File: src/rtl/avi_pack_pkg.sv
package avi_pack_pkg;
   localparam int unsigned BYTE_W   = 8;
   localparam int unsigned DB_COUNT = 13;
   localparam int unsigned WORD_W   = 4 * BYTE_W;
   localparam int unsigned N_WORDS  = 4;

   localparam logic [BYTE_W-1:0] HDR_TYPE = 8'h82;
   localparam logic [BYTE_W-1:0] HDR_VER  = 8'h02;
   localparam logic [BYTE_W-1:0] HDR_LEN  = BYTE_W'(DB_COUNT);

   typedef logic [BYTE_W-1:0]                byte_t;
   typedef byte_t [DB_COUNT-1:0]             payload_t;   // index 0 = payload byte 1
   typedef logic [N_WORDS-1:0][WORD_W-1:0]   words_t;

   typedef enum logic [1:0] {
      CAP_NONE  = 2'd0,
      CAP_OVER  = 2'd1,
      CAP_UNDER = 2'd2,
      CAP_BOTH  = 2'd3
   } scan_cap_e;

   // Sum of header constants and every byte lane carried by the packed words
   function automatic byte_t frame_sum(input words_t w);
      byte_t acc;
      acc = HDR_TYPE + HDR_VER + HDR_LEN;
      for (int k = 0; k < 3; k++)
         for (int b = 0; b < 4; b++)
            acc = acc + w[k][b*BYTE_W +: BYTE_W];
      acc = acc + w[3][7:0] + w[3][15:8];
      return acc;
   endfunction
endpackage

File: src/rtl/avi_mode_rom.sv
module avi_mode_rom
   import avi_pack_pkg::*;
#(
   parameter int unsigned VIC_W = 7
)(
   input  logic [VIC_W-1:0] vic_i,
   output logic             hit_o,
   output payload_t         payload_o
);
   always_comb begin
      hit_o     = 1'b1;
      payload_o = '0;
      case (vic_i)
         VIC_W'(1):  payload_o = {8'h02, 8'h81, 8'h00, 8'h00, 8'h01, 8'hE1, 8'h00,
                                  8'h00, 8'h00, 8'h01, 8'h00, 8'h18, 8'h10};
         VIC_W'(4):  payload_o = {8'h05, 8'h01, 8'h00, 8'h00, 8'h02, 8'hD1, 8'h00,
                                  8'h00, 8'h00, 8'h04, 8'h00, 8'h28, 8'h10};
         VIC_W'(16): payload_o = {8'h07, 8'h81, 8'h00, 8'h00, 8'h04, 8'h39, 8'h00,
                                  8'h00, 8'h00, 8'h10, 8'h00, 8'h28, 8'h10};
         default:    hit_o = 1'b0;
      endcase
   end
endmodule

File: src/rtl/avi_scan_select.sv
module avi_scan_select
   import avi_pack_pkg::*;
(
   input  logic       is_pref_i,
   input  scan_cap_e  pref_cap_i,
   input  scan_cap_e  ce_cap_i,
   output logic [1:0] scan_o
);
   logic use_ce;

   always_comb begin
      scan_o = 2'b00;
      use_ce = 1'b1;
      if (is_pref_i) begin
         use_ce = 1'b0;
         case (pref_cap_i)
            CAP_NONE: use_ce = 1'b1;
            CAP_BOTH: scan_o = 2'b10;
            default:  ;
         endcase
      end
      if (use_ce && (ce_cap_i == CAP_BOTH))
         scan_o = scan_o | 2'b10;
   end
endmodule

File: src/rtl/avi_word_pack.sv
module avi_word_pack
   import avi_pack_pkg::*;
(
   input  logic       clk,
   input  logic       rst_n,
   input  logic       load_i,
   input  payload_t   payload_i,
   input  logic [1:0] scan_i,
   output words_t     words_o,
   output logic       update_o
);
   payload_t db;
   byte_t    body_sum;
   byte_t    cks;
   words_t   words_d;
   words_t   words_q;
   logic     upd_q;

   always_comb begin
      db       = payload_i;
      db[0]    = payload_i[0] | {6'b0, scan_i};
      body_sum = HDR_TYPE + HDR_VER + HDR_LEN;
      for (int i = 0; i < DB_COUNT; i++)
         body_sum = body_sum + db[i];
      cks = 8'd0 - body_sum;
   end

   assign words_d[0] = {db[2], db[1], db[0], cks};
   for (genvar g = 1; g <= 2; g++) begin : g_mid
      assign words_d[g] = {db[4*g+2], db[4*g+1], db[4*g], db[4*g-1]};
   end
   assign words_d[3] = {HDR_VER, 8'h00, db[12], db[11]};

   always_ff @(posedge clk or negedge rst_n) begin
      if (!rst_n) begin
         words_q <= '0;
         upd_q   <= 1'b0;
      end else begin
         upd_q <= load_i;
         if (load_i)
            words_q <= words_d;
      end
   end

   assign words_o  = words_q;
   assign update_o = upd_q;

   p_cksum_zero_r2: assert property (@(posedge clk) disable iff (!rst_n)
      upd_q |-> (frame_sum(words_q) == 8'h00));
   p_hold_r9: assert property (@(posedge clk) disable iff (!rst_n)
      !load_i |=> $stable(words_q));
   p_strobe_r10: assert property (@(posedge clk) disable iff (!rst_n)
      upd_q |-> $past(load_i));
   p_w3_fixed_r5: assert property (@(posedge clk) disable iff (!rst_n)
      upd_q |-> (words_q[3][31:16] == {HDR_VER, 8'h00}));
endmodule

File: src/rtl/avi_frame_packer.sv
module avi_frame_packer
   import avi_pack_pkg::*;
#(
   parameter int unsigned VIC_W = 7
)(
   input  logic             clk,
   input  logic             rst_n,
   input  logic             start_i,
   input  logic [VIC_W-1:0] vic_i,
   input  logic             fmt_is_pref_i,
   input  logic [1:0]       pref_scan_i,
   input  logic [1:0]       ce_scan_i,
   output logic [31:0]      word0_o,
   output logic [31:0]      word1_o,
   output logic [31:0]      word2_o,
   output logic [31:0]      word3_o,
   output logic             update_o
);
   if (VIC_W < 5 || VIC_W > 8) begin : g_bad_vic_w
      $error("VIC_W must be between 5 and 8");
   end
   if (WORD_W != 32) begin : g_bad_word_w
      $error("packed word width must be 32");
   end

   logic       hit;
   payload_t   payload;
   logic [1:0] scan;
   words_t     words;
   logic       load;

   avi_mode_rom #(.VIC_W(VIC_W)) u_rom (
      .vic_i     (vic_i),
      .hit_o     (hit),
      .payload_o (payload)
   );

   avi_scan_select u_scan (
      .is_pref_i  (fmt_is_pref_i),
      .pref_cap_i (scan_cap_e'(pref_scan_i)),
      .ce_cap_i   (scan_cap_e'(ce_scan_i)),
      .scan_o     (scan)
   );

   assign load = start_i & hit;

   avi_word_pack u_pack (
      .clk      (clk),
      .rst_n    (rst_n),
      .load_i   (load),
      .payload_i(payload),
      .scan_i   (scan),
      .words_o  (words),
      .update_o (update_o)
   );

   assign word0_o = words[0];
   assign word1_o = words[1];
   assign word2_o = words[2];
   assign word3_o = words[3];

   p_rom_vic_r1: assert property (@(posedge clk) disable iff (!rst_n)
      hit |-> (payload[3] == 8'(vic_i)));
   p_scan_bit0_r6: assert property (@(posedge clk) disable iff (!rst_n)
      scan[0] == 1'b0);
   p_pref_both_r7: assert property (@(posedge clk) disable iff (!rst_n)
      (fmt_is_pref_i && pref_scan_i == 2'd3) |-> (scan == 2'b10));
   p_pref_mid_r7: assert property (@(posedge clk) disable iff (!rst_n)
      (fmt_is_pref_i && (pref_scan_i == 2'd1 || pref_scan_i == 2'd2)) |-> (scan == 2'b00));
   p_ce_r8: assert property (@(posedge clk) disable iff (!rst_n)
      (!fmt_is_pref_i) |-> (scan == ((ce_scan_i == 2'd3) ? 2'b10 : 2'b00)));
   p_miss_r9: assert property (@(posedge clk) disable iff (!rst_n)
      (start_i && !hit) |=> !update_o);
endmodule

File: config.mk
export PLATFORM = sky130hd
export DESIGN_NAME = avi_frame_packer
export DESIGN_NICKNAME = d
export VERILOG_FILES = /design/src/rtl/avi_pack_pkg.sv /design/src/rtl/avi_mode_rom.sv /design/src/rtl/avi_scan_select.sv /design/src/rtl/avi_word_pack.sv /design/src/rtl/avi_frame_packer.sv
export SDC_FILE = /design/constraint.sdc
export NUM_CORES = 1
export LEC_CHECK = 0
export CAP_MARGIN = 10
export CORE_ASPECT_RATIO = 1.2
export CORE_MARGIN = 2
export CORE_UTILIZATION = 30
export CTS_CLUSTER_SIZE = 8
export DETAILED_ROUTE_END_ITERATION = 10
export PLACE_DENSITY = 0.68
export SLEW_MARGIN = 20
export SYNTH_ARGS = -nofsm -noshare
export SYNTH_HDL_FRONTEND = slang
export SYNTH_SLANG_ARGS = --single-unit
File: constraint.sdc
create_clock -name clk -period 1.86 [get_ports clk]
set_input_delay 0.186 -clock clk [delete_from_list [all_inputs] [get_ports clk]]
set_output_delay 0.186 -clock clk [all_outputs]
set_load 0.05 [all_outputs]
==> results by group <==
Detailed routing
  • DRT iter0 DRCs: 29
  • Total number of vias: 1572
  • # DRC: 0
  • Drt total wl: 3.82 mm
  • Post-DR vias/cell: 3.72
  • Post-detailed-route count of antenna-violating nets: 0
  • Average wire per cell in the routed design: 9.02 microns
  • First drt pass iteration count: 5

Clock network
  • H-Tree Level Count: 1
  • CTS buffer count: 3
  • Clk pin slew, worst setup/hold paths: 0.06 ns
  • Clock Tree Buf Depth: 2
  • CTS root buf: clkbuf_8
  • Worst skew pair latency: 0.25 ns
  • Num Clock Sinks: 18
  • TritonCTS clock tree: built

Worst setup path
  • Max incr delay on CP: 0.55 ns
  • Critical path launch point type: primary input
  • WP data arrival: 4.49 ns
  • CP max FO: 2
  • WP data required: 2.00 ns
  • Critical-path cell list: buf_6 > or4_4 > nor2_4 > nand2_2 > ha_4 > nor3_4 > nand2_2 > inv_2 > ha_4 > inv_2 > fa_2 > fa_1 > inv_1 > fa_1 > inv_2 > fa_2 > ha_4 > fa_2 > a211oi_2 > xnor2_1 > xnor2_1 > o21ai_1
  • CP Capture Type: flop
  • Critical path class: primary input to flop
  • CP max-delay cell: or4_4

Floorplanning
  • # rows: 34
  • Initial Util: 0.311
  • Die Area: 8260 sq um
  • Die X: 83.3 microns
  • Core area: 7270 sq um
  • IO Pins: 144
  • Die height: 99.2 microns

Finish
  • Area Growth Syn to Fin: 24.8%
  • Fill count: 718
  • Nets: 377
  • Antenna cells: 0
  • Layout cells sized above 1: 0.246

STA
  • Endpoints failing setup: 7
  • Post-route clock period utilization: 2.34
  • Fin. max-slew vios: 0
  • Final Worst Setup Slack: -2.49 ns
  • Setup_tns: -13.52 ns
  • Post-route minimum period: 4.35 ns
  • Worst-Margin Slew: 0.512 ns
  • Slew HR: 0.658
  • Final hold vios: 0
  • Setup Skew: 0 ns
  • FMAX: 230 MHz
  • RSZ-0062 raised after global routing: yes
  • Hold slack: 0.263 ns

Synth
  • Mapped Cells: 260
  • Synth warn: 0
  • Post-synth EDFFs: 0
  • Netlist Area Pre-Place: 2260 sq um
  • Area contributors post-synth: buf_4 (37%), dfrtp_1 (20%), ha_1 (12%), fa_1 (6.2%), nand2_1 (4.1%)
  • Top-area cell type share of the netlist area: 0.371
  • Synth Area in XOR/XNOR: 0.0348
  • Post-synthesis mux area share: 0
  • Cell taking the most area after synthesis: buf_4
  • Largest family of logic cells by synthesized area: buffers and inverters
  • Post-synthesis sequential area ratio: 0.199
  • Post-synthesis compound-gate area fraction: 0.0708
  • Synth async-reset ratio: 1.00
  • Synth unique cells: 32
  • Post-Synth Simple-Gate Area: 0.0989
  • Synth Register Bits: 18
  • Synth Flop Type: dfrtp_1
  • Syn Area/Cell: 8.71 sq um
  • Area share of fa/ha/maj cells after synthesis: 0.178

Placement
  • GP Congestion: 0.751
  • Dpl hpwl: 3.29 mm
  • Port bufs: 46

Power
  • Max VDD drop: 407 uV
  • Static Leak: 0.00150 uW
  • PD cells: 608 nW/um^2
  • Power consumption: 1720 uW

Global routing
  • Largest net degree at the start of global routing: 19
  • Global-route wire length before repair: 5.83 mm
  • Gr usage total: 0.0851
  • Initial antenna violation count: 0
  • GR Overflow Total: 0
  • Vias in the first global route: 1328

Run
  • Max-Cap Viols: 0

Outcome
  • Outcome: complete, but fails checks
  • Failing checks: setup timing

Min path
  • Worst Hold Class: primary input to asynchronous set/reset pin
cells in the mapped netlist (2+ instances only):
cell type  instances
nor2_1             4
xor2_1             2
inv_1             20
a21o_1             2
nor2b_1            2
a22o_1             3
nand2_1           25
buf_2              4
inv_2              2
nand2b_1           2
fa_1               7
nor3_1             3
o21ai_0            2
a21oi_1            4
buf_4            112
dfrtp_1           18
ha_1              21
o21ai_1            7
xnor2_1            7
flip-flops by register name (all words and copies together), names as in the netlist:
name	flops
u_pack.words_o	17
u_pack.update_o	1
logic make-up after synthesis:
family / count (synthesis)
other: 1
buffers and inverters: 138
XOR/XNOR: 9
flip-flops: 18
AND/OR/NAND/NOR: 42
AO/OA/AOI/OAI: 24
adder cells (fa/ha/maj): 28
worst paths after layout:
path	from	to	slack (ns)	depth (start not counted)
worst max-delay path	vic_i[5]	u_pack.words_o[7]$_DFFE_PN0P_	-2.49	22
min in group clk	u_pack.words_o[1]$_DFFE_PN0P_	u_pack.words_o[1]$_DFFE_PN0P_	0.48	2
worst min-delay path	rst_n	u_pack.words_o[4]$_DFFE_PN0P_	0.26	2
worst min register to register	u_pack.words_o[1]$_DFFE_PN0P_	u_pack.words_o[1]$_DFFE_PN0P_	0.48	2
max in group asynchronous	rst_n	u_pack.words_o[121]$_DFFE_PN0P_	1.41	2
worst max register to register	u_pack.words_o[67]$_DFFE_PN0P_	u_pack.words_o[67]$_DFFE_PN0P_	1.12	1
metrics by stage:
step / utilization / cells / worst slack, ns / cell area [sq um]
finish: 0.388 / 423 / -2.49 / 2820
global route: 0.388 / 423 / -2.68 / 2820
CTS: 0.380 / 419 / -2.79 / 2770
detailed placement: 0.364 / 410 / -3.15 / 2650
global placement: 0.364 / 410 / -3.04 / 2650
floorplan: - / 356 / -2.78 / 2690
timing repair:
item / 4_1_cts / 5_1_grt
hold buffers: 0 / 0
endpoints found under the setup margin: 11 / 9
setup buffers: 5 / 5
gates resized for setup: 29 / 6
pin swaps: 19 / 22
where the power goes:
| part | total (uW) | internal, uW | switching [uW] |
|---|---|---|---|
| Sequential | 471 | 442 | 29.2 |
| Combinational | 931 | 195 | 736 |
| Clock | 314 | 188 | 125 |
| Total | 1720 | 825 | 891 |
placed cells by master (no fill, tap or decap), drive strengths merged:
cell / count
conb: 97
buf: 47
clkdlybuf4s50: 40
nand2: 25
inv: 22
ha: 21
dfrtp: 18
o21ai: 10
xnor2: 7
fa: 7
clkbuf: 4
a21oi: 4
nor2: 4
nor3: 4
a22o: 3
a21o: 2
xor2: 2
dlygate4sd2: 2
nor2b: 2
nand2b: 2
or4: 1
nor4: 1
and3: 1
a31oi: 1
nor3b: 1
a221oi: 1
and2: 1
o2111ai: 1
a211oi: 1
o21a: 1
metal layers:
| metal | part of all wire | vias up | track usage |
|---|---|---|---|
| li1 | - | 761 | - |
| met1 | 0.36 | 713 | 0.0918 |
| met2 | 0.53 | 93 | 0.164 |
| met3 | 0.095 | 5 | 0.0141 |
| met4 | 0.013 | 0 | 0.0340 |
| met5 | 0 | - | 0 |
critical path, delay by kind of cell:
family          cells  cell delay (ns)
compound gates      2             0.27
xor+xnor            2             0.30
fa+ha+maj           8             2.50
buf+inv             5             0.27
simple gates        5             0.95
final cells by class:
class	count	area, sq um	area share
inverter	22	82.6	0.0292
sequential	18	450	0.160
timing repair buffer	89	787	0.279
clock buffer	4	55.1	0.0195
multi-input combinational	200	1340	0.473
tap	90	113	0.0399
Power figures use the tool's default switching activity.
